### src/rtl/tdr_pkg.sv
package tdr_pkg;

  typedef enum logic [2:0] {
    SEL_ETA    = 3'd0,
    SEL_FB     = 3'd1,
    SEL_CLIP   = 3'd2,
    SEL_MASK   = 3'd3,
    SEL_WEIGHT = 3'd4
  } cfg_sel_e;

  typedef enum logic {
    ST_IDLE = 1'b0,
    ST_RUN  = 1'b1
  } seq_state_e;

endpackage

### src/rtl/tdr_cfg_regs.sv
module tdr_cfg_regs #(
  parameter int NODES    = 8,
  parameter int W        = 16,
  parameter int FB_LIMIT = 31744,
  parameter int IDX_W    = 3
) (
  input  logic                       clk,
  input  logic                       rst_n,
  input  logic                       idle,
  input  logic                       cfg_wr,
  input  logic [2:0]                 cfg_sel,
  input  logic [IDX_W-1:0]           cfg_idx,
  input  logic [W-1:0]               cfg_data,
  output logic signed [W-1:0]        eta_q,
  output logic signed [W-1:0]        fb_q,
  output logic signed [W-1:0]        clip_q,
  output logic [NODES-1:0]           mask_q,
  output logic [NODES-1:0][W-1:0]    w_q
);
  import tdr_pkg::*;

  localparam logic signed [W-1:0] FB_HI = W'(FB_LIMIT);
  localparam logic signed [W-1:0] FB_LO = -FB_HI;

  logic              wr_ok;
  logic signed [W-1:0] fb_clamped;
  logic              idx_ok;

  assign wr_ok  = cfg_wr && idle;
  assign idx_ok = (int'(cfg_idx) < NODES);

  always_comb begin
    if ($signed(cfg_data) > FB_HI)      fb_clamped = FB_HI;
    else if ($signed(cfg_data) < FB_LO) fb_clamped = FB_LO;
    else                                fb_clamped = $signed(cfg_data);
  end

  always_ff @(posedge clk) begin
    if (!rst_n) begin
      eta_q  <= '0;
      fb_q   <= '0;
      clip_q <= {1'b0, {(W-1){1'b1}}};
      mask_q <= '0;
      w_q    <= '0;
    end else if (wr_ok) begin
      case (cfg_sel_e'(cfg_sel))
        SEL_ETA:  eta_q  <= $signed(cfg_data);
        SEL_FB:   fb_q   <= fb_clamped;
        SEL_CLIP: clip_q <= {1'b0, cfg_data[W-2:0]};
        SEL_MASK: if (idx_ok) mask_q[cfg_idx] <= cfg_data[0];
        SEL_WEIGHT: if (idx_ok) w_q[cfg_idx] <= cfg_data;
        default: ;
      endcase
    end
  end

  AST_FB_IN_RANGE: assert property (@(posedge clk) disable iff (!rst_n)
    (fb_q <= FB_HI) && (fb_q >= FB_LO));

  AST_CFG_FROZEN: assert property (@(posedge clk) disable iff (!rst_n)
    !$past(idle) |-> ($stable(eta_q) && $stable(fb_q) && $stable(clip_q)
                      && $stable(mask_q) && $stable(w_q)));

endmodule

### src/rtl/tdr_delay_ring.sv
module tdr_delay_ring #(
  parameter int DEPTH = 9,
  parameter int W     = 16
) (
  input  logic                clk,
  input  logic                rst_n,
  input  logic                adv,
  input  logic signed [W-1:0] wr_data,
  output logic signed [W-1:0] rd_data
);
  localparam int PTR_W = $clog2(DEPTH);
  localparam logic [PTR_W-1:0] LAST = PTR_W'(DEPTH - 1);

  logic signed [W-1:0] mem [DEPTH];
  logic [PTR_W-1:0]    wr_ptr;
  logic [PTR_W-1:0]    rd_ptr;

  // The word read in a slot is the oldest one, i.e. the one about to be
  // replaced, so the read pointer sits on the write pointer.
  assign rd_ptr  = wr_ptr;
  assign rd_data = mem[rd_ptr];

  always_ff @(posedge clk) begin
    if (!rst_n) begin
      wr_ptr <= '0;
      for (int i = 0; i < DEPTH; i++) mem[i] <= '0;
    end else if (adv) begin
      mem[wr_ptr] <= wr_data;
      wr_ptr      <= (wr_ptr == LAST) ? '0 : wr_ptr + 1'b1;
    end
  end

  AST_PTR_WRAPS: assert property (@(posedge clk) disable iff (!rst_n)
    (adv && wr_ptr == LAST) |=> (wr_ptr == '0));

  AST_RD_IS_OLDEST: assert property (@(posedge clk) disable iff (!rst_n)
    !adv |=> $stable(rd_data));

endmodule

### src/rtl/tdr_node.sv
module tdr_node #(
  parameter int W = 16
) (
  input  logic signed [W-1:0] prev,
  input  logic signed [W-1:0] sample,
  input  logic signed [W-1:0] eta,
  input  logic signed [W-1:0] fb,
  input  logic signed [W-1:0] clip,
  input  logic                neg,
  output logic signed [W-1:0] x
);
  localparam int FRAC = W - 1;
  localparam int PW   = 2 * W;
  localparam int SW   = W + 3;

  logic signed [PW-1:0] fb_prod;
  logic signed [PW-1:0] in_prod;
  logic signed [SW-1:0] fb_term;
  logic signed [SW-1:0] in_term;
  logic signed [SW-1:0] masked;
  logic signed [SW-1:0] sum;
  logic signed [SW-1:0] lim_hi;
  logic signed [SW-1:0] lim_lo;

  always_comb begin
    fb_prod = fb * prev;
    in_prod = eta * sample;
    fb_term = SW'(fb_prod >>> FRAC);
    in_term = SW'(in_prod >>> FRAC);
    masked  = neg ? -in_term : in_term;
    sum     = fb_term + masked;
    lim_hi  = SW'(clip);
    lim_lo  = -lim_hi;
    if (sum > lim_hi)      x = clip;
    else if (sum < lim_lo) x = W'(lim_lo);
    else                   x = W'(sum);
  end

endmodule

### src/rtl/tdr_readout.sv
module tdr_readout #(
  parameter int NODES = 8,
  parameter int W     = 16
) (
  input  logic                clk,
  input  logic                rst_n,
  input  logic                step,
  input  logic                first,
  input  logic                last,
  input  logic signed [W-1:0] x,
  input  logic signed [W-1:0] weight,
  output logic                out_valid,
  output logic [W-1:0]        out_data
);
  localparam int FRAC  = W - 1;
  localparam int ACC_W = 2 * W + $clog2(NODES) + 1;
  localparam logic signed [ACC_W-1:0] Y_MAX = ACC_W'((1 << (W - 1)) - 1);
  localparam logic signed [ACC_W-1:0] Y_MIN = -Y_MAX - 1;

  logic signed [2*W-1:0]  prod;
  logic signed [ACC_W-1:0] acc;
  logic signed [ACC_W-1:0] sum;
  logic signed [ACC_W-1:0] scaled;
  logic [W-1:0]            y_sat;

  always_comb begin
    prod   = x * weight;
    sum    = (first ? '0 : acc) + ACC_W'(prod);
    scaled = sum >>> FRAC;
    if (scaled > Y_MAX)      y_sat = W'(Y_MAX);
    else if (scaled < Y_MIN) y_sat = W'(Y_MIN);
    else                     y_sat = W'(scaled);
  end

  always_ff @(posedge clk) begin
    if (!rst_n) begin
      acc       <= '0;
      out_valid <= 1'b0;
      out_data  <= '0;
    end else begin
      out_valid <= step && last;
      if (step) begin
        acc <= sum;
        if (last) out_data <= y_sat;
      end
    end
  end

  AST_OUT_HELD: assert property (@(posedge clk) disable iff (!rst_n)
    !(step && last) |=> $stable(out_data));

endmodule

### src/rtl/tdr_reservoir_core.sv
module tdr_reservoir_core #(
  parameter int NODES    = 8,
  parameter int W        = 16,
  parameter int FB_LIMIT = 31744,
  localparam int IDX_W   = (NODES > 1) ? $clog2(NODES) : 1
) (
  input  logic             clk,
  input  logic             rst_n,
  input  logic             in_valid,
  output logic             in_ready,
  input  logic [W-1:0]     in_data,
  input  logic             cfg_wr,
  input  logic [2:0]       cfg_sel,
  input  logic [IDX_W-1:0] cfg_idx,
  input  logic [W-1:0]     cfg_data,
  output logic             out_valid,
  output logic [W-1:0]     out_data
);
  import tdr_pkg::*;

  localparam int DEPTH = NODES + 1;
  localparam logic [IDX_W-1:0] LAST_SLOT = IDX_W'(NODES - 1);

  seq_state_e          state;
  logic [IDX_W-1:0]    slot;
  logic signed [W-1:0] u_hold;
  logic                accept;
  logic                step;
  logic                first;
  logic                last;

  logic signed [W-1:0]     eta_q, fb_q, clip_q;
  logic [NODES-1:0]        mask_q;
  logic [NODES-1:0][W-1:0] w_q;
  logic signed [W-1:0]     fed_back;
  logic signed [W-1:0]     node_x;

  assign in_ready = (state == ST_IDLE);
  assign accept   = in_valid && in_ready;
  assign step     = (state == ST_RUN);
  assign first    = (slot == '0);
  assign last     = (slot == LAST_SLOT);

  always_ff @(posedge clk) begin
    if (!rst_n) begin
      state  <= ST_IDLE;
      slot   <= '0;
      u_hold <= '0;
    end else begin
      case (state)
        ST_IDLE: if (accept) begin
          state  <= ST_RUN;
          slot   <= '0;
          u_hold <= $signed(in_data);
        end
        ST_RUN: begin
          slot <= last ? '0 : slot + 1'b1;
          if (last) state <= ST_IDLE;
        end
        default: state <= ST_IDLE;
      endcase
    end
  end

  tdr_cfg_regs #(
    .NODES(NODES), .W(W), .FB_LIMIT(FB_LIMIT), .IDX_W(IDX_W)
  ) u_cfg (
    .clk(clk), .rst_n(rst_n), .idle(in_ready),
    .cfg_wr(cfg_wr), .cfg_sel(cfg_sel), .cfg_idx(cfg_idx), .cfg_data(cfg_data),
    .eta_q(eta_q), .fb_q(fb_q), .clip_q(clip_q), .mask_q(mask_q), .w_q(w_q)
  );

  tdr_delay_ring #(.DEPTH(DEPTH), .W(W)) u_ring (
    .clk(clk), .rst_n(rst_n), .adv(step), .wr_data(node_x), .rd_data(fed_back)
  );

  tdr_node #(.W(W)) u_node (
    .prev(fed_back), .sample(u_hold), .eta(eta_q), .fb(fb_q),
    .clip(clip_q), .neg(mask_q[slot]), .x(node_x)
  );

  tdr_readout #(.NODES(NODES), .W(W)) u_readout (
    .clk(clk), .rst_n(rst_n), .step(step), .first(first), .last(last),
    .x(node_x), .weight($signed(w_q[slot])),
    .out_valid(out_valid), .out_data(out_data)
  );

  AST_READY_DROPS: assert property (@(posedge clk) disable iff (!rst_n)
    $past(accept) |-> !in_ready);

  AST_OUT_ONE_SHOT: assert property (@(posedge clk) disable iff (!rst_n)
    out_valid |=> !out_valid);

  AST_OUT_AFTER_LAST: assert property (@(posedge clk) disable iff (!rst_n)
    out_valid |-> ($past(step) && $past(last) && in_ready));

  AST_NODE_CLIPPED: assert property (@(posedge clk) disable iff (!rst_n)
    step |-> ((node_x <= clip_q) && (node_x >= -clip_q)));

endmodule

### config.mk
export PLATFORM = sky130hd
export DESIGN_NAME = tdr_reservoir_core
export DESIGN_NICKNAME = d
export VERILOG_FILES = /design/src/rtl/tdr_pkg.sv /design/src/rtl/tdr_cfg_regs.sv /design/src/rtl/tdr_delay_ring.sv /design/src/rtl/tdr_node.sv /design/src/rtl/tdr_readout.sv /design/src/rtl/tdr_reservoir_core.sv
export SDC_FILE = /design/constraint.sdc
export NUM_CORES = 2
export LEC_CHECK = 0
export ABC_AREA = 1
export BUFFER_PORTS_ARGS = -buffer_cell sky130_fd_sc_hd__buf_2
export CORE_UTILIZATION = 40
export DETAILED_ROUTE_END_ITERATION = 10
export PLACE_DENSITY_LB_ADDON = 0.15
export SYNTH_ARGS = -nofsm -noshare
export SYNTH_HDL_FRONTEND = slang
export SYNTH_HIERARCHICAL = 1
export SYNTH_SLANG_ARGS = --single-unit
### constraint.sdc
create_clock -name clk -period 29.7 [get_ports clk]
set_input_delay 5.94 -clock clk [delete_from_list [all_inputs] [get_ports clk]]
set_output_delay 5.94 -clock clk [all_outputs]
set_load 0.1 [all_outputs]
======== After elaboration in Yosys (flattened, before gate mapping) ========
Memory sizes are Yosys's and may differ from the RTL's. A register that Yosys moved wholly into a read port is not among the register bits.
Index checks and enable logic that the tools add are counted.
storage, ports and cells
  flip-flop bits (word level) ............. 260
  bits in writable memories ............... 144
  bits of input ports ..................... 42
  output and inout bits ................... 18
  word-level logic and storage cells ...... 94
  memories ................................ 1
cells by class
  add/sub/neg operators ................... 6
  $mul .................................... 3
  order comparisons ....................... 9
  eq/ne operators ......................... 7
  mux-type cells .......................... 34
  bitwise gates (word level) .............. 1
  reductions and logical operators ........ 14
memory list
  name        depth  width  read ports  clocked after Yosys merged registers in  wr ports  line                  source
  u_ring.mem  9      16     1           1                                        9         tdr_delay_ring.sv:14  logic signed [W-1:0] mem [DEPTH];
operators with widths
  cell                  count
  $mux 16               9
  $bwmux 128            1
  $mul 16x16->32        3
  $bmux 16 s3           1
  $demux 16 s3          1
  $add 36x36->36        1
  $mux 36               1
  $gt 21x16->1 const B  1
  $lt 21x16->1 const B  1
  $add 17x19->19        1
  $gt 19x16->1          1
  $lt 19x19->1          1
  $mux 19               1
  $neg 15->19           1
  $neg 17->19           1
  $gt 16x16->1 const B  1
  $lt 16x16->1 const B  1
  $mux 4                4
  $reduce_or 16->1      1
  $reduce_and 2->1      7
  $mux 1                9
  $bwmux 8              1
  $lt 3x4->1 const B    2
  $eq 3x2->1 const B    2
  15 further kinds      21

======== Logic depth before layout (Yosys ltp) ========
  depth after elaboration ................. 12
  depth in mapped cells ................... 113
  mapped depth without buffers ............ 105

======== Modules after synthesis ========
Netlist, hierarchy kept.
modules (own cells, without submodules)
  module              times used  cells each  area an instance (µm²)  seq. area each (µm²)
  tdr_node            1           3,194       23,442.5                0.0
  tdr_readout         1           2,140       15,222.1                1,061.0
  tdr_delay_ring      1           1,274       12,122.9                7,847.5
  tdr_cfg_regs        1           852         6,690.2                 3,663.5
  tdr_reservoir_core  1           546         2,591.2                 400.4

======== Least setup slack after synthesis ========
OpenSTA, ideal clock, no wires.
  kind .................................... flip-flop to flip-flop
  from .................................... reg (tool-made name)
  to ...................................... reg u_readout.out_data[10]
  library setup time ...................... 0.124 ns
  data arrival time ....................... 16.226 ns
  data required time ...................... 29.576 ns
  setup slack ............................. 13.350 ns
  cell stages (with the launch flop) ...... 101
  path buffers ............................ 8
  clock period less this slack ............ 16.350 ns
  cells stage by stage .................... dfxtp_1 > buf_2 > inv_1 > clkbuf_1 > nand3_1 > nand2_1 > clkbuf_1 > clkbuf_1 > nand2_1 > fa_1 > inv_1 > fa_1 > inv_1 > fa_1 > fa_1 > inv_1 > fa_1 > inv_1 > [65 not listed] > a31oi_1 > xor2_1 > ha_1 > nand2_1 > inv_1 > nand2_1 > inv_1 > nand2_1 > inv_1 > a21oi_1 > nand4_1 > nand2_1 > nand2_1 > nand2_2 > inv_2 > a21oi_4 > buf_6 > a21oi_2
RTL lines
  what                  line               source
  to (signal assigned)  tdr_readout.sv:44  if (last) out_data <= y_sat;
  to (decl)             tdr_readout.sv:13  output logic [W-1:0] out_data

==> results.yml <==
sta:
  fin_crit_sh_pct: 69.7
  timing.hold.ws_ps: 462
  tns_ps: 0
  fmax_mhz: 48.3
  maxSlewViolCount: 0
  setup_viol: 0
  finalClockSkew_ps: 48.6
  finalCriticalPeriod_ps: 20700
  slew_headroom_pct: 17.2
  finalHoldViolCount: 0
  worstMarginPinSlew_ps: 1240
  rsz0062_at_grt: "no"
yosys:
  syn_area_um2: 60100
  ys_ff_latch: 520
  syn-num-nets: 9175
  synthCells: 8006
  yosysWarnings: 6
  synth_cell_types: 65
  ys_seq_area_share_pct: 21.6
  synth-edff-count: 256
  synth-main-ff-cell: "dfxtp_1"
  post_synth.cell_area_avg_um2: 7.50
  synthArstFlopShare_pct: 0
drt:
  drc: 0
  drtIter0Drc: 3477
  vias: 48523
  drtAntennaViolNets: 0
  drt-wirelength-per-cell_um: 17.6
  drt-pass1-iter-count: 6
  vias_per_cell: 4.90
  drt_wl_total_um: 174000
clocking:
  numCtsBuffers: 66
  cts_max_level: 3
  cts-root-buf: "clkbuf_16"
  tritoncts: "yes"
  ctsLongestPathBuffers: 3
  post_cts_buffers: 0
  clock_latency_ps: 690
  clk_pin_slew_ps: 60
  holdBufCountCts: 0
  cts.sinks: 520
  postCtsResizedCells: 0
floorplanning:
  start_util_pct: 40.5
  core.rowCount: 141
  ios: 60
  core-area_um2: 148000
  die_x_um: 390
  fp.dieArea_um2: 152000
  die_height_um: 390
critical_path:
  cp-start-kind: "register"
  arrival_ps: 21240
  slowest_stage: "xnor2_2"
  crit_top_cell: "nand2_1"
  crit_path_max_incr_delay_ps: 950
  end_kind: "register"
  critPathKind: "reg -> reg"
  worstPathMaxFanout: 88
  crit_required_ps: 30240
  r2r_cells: 94
hold_path:
  hold_path_class: "reg -> reg"
  hp-start: "u_cfg/w_q[123]$_SDFFE_PN0P_"
  holdPathStages: 2
placed_design:
  hpwl_um: 130000
  io_buffers: 59
  place.gp.congestion: 0.906
global_route:
  grt_pass1_vias: 49154
  globalRouteTotalUtil_pct: 23.3
  grt_max_degree: 99
  grt_first_pass_wirelength_um: 278000
  grt.overflow.total: 0
  antenna_found_initial: 2
layout:
  nNetsFinal: 9027
  syn_to_final_growth_pct: 6.85
  fillers: 15303
  drive_gt1_share_pct: 5.32
run_status:
  status: "complete, no violations"
job:
  cap_violations: 0
==> state kept, by name, summed over array words and instances, names as in the netlist, named ones only <==
signal / count
u_ring/mem: 256
u_cfg/w_q: 128
u_readout/acc: 36
u_cfg/eta_q: 16
u_cfg/fb_q: 16
u_hold: 16
u_readout/out_data: 16
u_cfg/clip_q: 15
u_cfg/mask_q: 8
u_ring/rd_ptr: 4
slot: 3
state: 1
u_readout/out_valid: 1
==> through the flow <==
| stage | utilization [%] | area (um2) | setup WS (ps) | cells |
|---|---|---|---|---|
| finish | 43.3 | 64200 | 9000 | 9912 |
| global route | 43.3 | 64200 | 7200 | 9911 |
| CTS | 43.3 | 64200 | 9070 | 9911 |
| detailed placement | 41.7 | 61900 | 9120 | 9792 |
| global placement | 41.7 | 61900 | 9270 | 9792 |
| floorplan | - | 60100 | 13350 | 8006 |
==> worst max-delay path: cells and delay by family, from the launching register on <==
kind            cells  cell delay [ps]
compound gates     11             2240
simple gates       42             5600
buf+inv            21             2670
flops               1              540
fa+ha+maj          17             7970
xor+xnor            3             1320
==> logic make-up (layout without fill, tap and decap cells) <==
| group | Yosys count | count (layout) | synth area share [%] |
|---|---|---|---|
| AO/OA/AOI/OAI | 623 | 623 | 5.55 |
| buffers and inverters | 2288 | 2191 | 14.7 |
| AND/OR/NAND/NOR | 3318 | 3318 | 22.9 |
| XOR/XNOR | 129 | 129 | 1.89 |
| adder cells (fa/ha/maj) | 1127 | 1127 | 33.3 |
| flip-flops | 520 | 520 | 21.6 |
| other | 1 | 2 | 0.00624 |
==> cells in the final DEF (no fill, tap or decap), drive strengths merged, types with 3 or more instances in the layout <==
cell    instances
o21bai         16
xor2           77
a31oi           9
nand4          51
o21ai         282
o211ai          8
clkinv         48
a21oi         282
inv          1922
a21o            8
nand2        2118
nand3b          8
or2            27
nor2          634
dfxtp         264
edfxtp        256
bufinv          5
fa            786
nor4            7
ha            341
a211oi          5
and3            5
xnor2          52
a21boi          3
buf           131
o31ai           3
nand3         431
nor3           34
clkbuf         84
==> cells in the mapped netlist (2+ instances only) <==
library cell     n  area share (%)
nand3_1        419             3.5
a21boi_0         3           0.037
inv_4            2           0.021
dfxtp_1        264             8.8
or2_2           26            0.27
nor3_1          25            0.21
clkbuf_2         3           0.025
and3_1           4           0.042
nand4_1         49            0.51
nor2_1         601             3.8
inv_2           24            0.15
nand2_1       2068              13
fa_1           786              26
xnor2_1         52            0.76
and2_1           2           0.021
o21bai_1        16            0.20
a21oi_2         12            0.17
a211oi_1         5           0.062
o211ai_1         8            0.10
nand3b_1         7           0.087
nand3_4          2           0.058
buf_4           13            0.16
buf_1           10           0.062
a31oi_1          9           0.094
buf_2           79            0.66
a21oi_1        269             2.2
nand3_2         10            0.17
nand2_4          6            0.11
inv_1         1892              12
buf_6           13            0.24
clkinv_1        23            0.14
nor4_1           5           0.052
o21ai_0        275             2.3
o31ai_1          3           0.037
nor3_2           8            0.13
edfxtp_1       256              13
xor2_1          76             1.1
nand2_2         44            0.46
nor2_2          25            0.26
o21ai_1          5           0.042
clkbuf_1       229             1.4
ha_1           341             7.1
a21o_1           8            0.10
o21a_1           2           0.025
nor2_4           7            0.13
==> metal layers <==
metal	vias up	GRT usage, %	share of wire [%]
li1	23455	-	-
met1	23823	33.2	47
met2	1079	38.2	46
met3	166	2.38	4.6
met4	0	4.76	1.7
met5	-	0	0
==> final cells by class <==
cell class                      count  area [um2]  area share, %
Clock buffer                       84        1830           2.85
Timing Repair Buffer              131         838           1.31
Sequential cell                   520       13000           20.2
Multi-Input combinational cell   5198       38300           59.6
Inverter                         1941        7290           11.4
Antenna cell                        1        2.50        0.00390
Clock inverter                     35         469          0.731
Tap cell                         2002        2500           3.90
==> worst paths after layout <==
| kind | slack [ps] | end |
|---|---|---|
| setup / recovery | 9000 | u_readout/out_data[4]$_SDFFE_PN0P_ |
| hold / removal | 460 | u_cfg/w_q[123]$_SDFFE_PN0P_ |
| setup reg to reg | 9000 | u_readout/out_data[4]$_SDFFE_PN0P_ |
| hold reg to reg | 460 | u_cfg/w_q[123]$_SDFFE_PN0P_ |
Power is left out: the tool's default activity adds up to more than one toggle a clock period on the data nets, which glitch-free logic cannot reach.
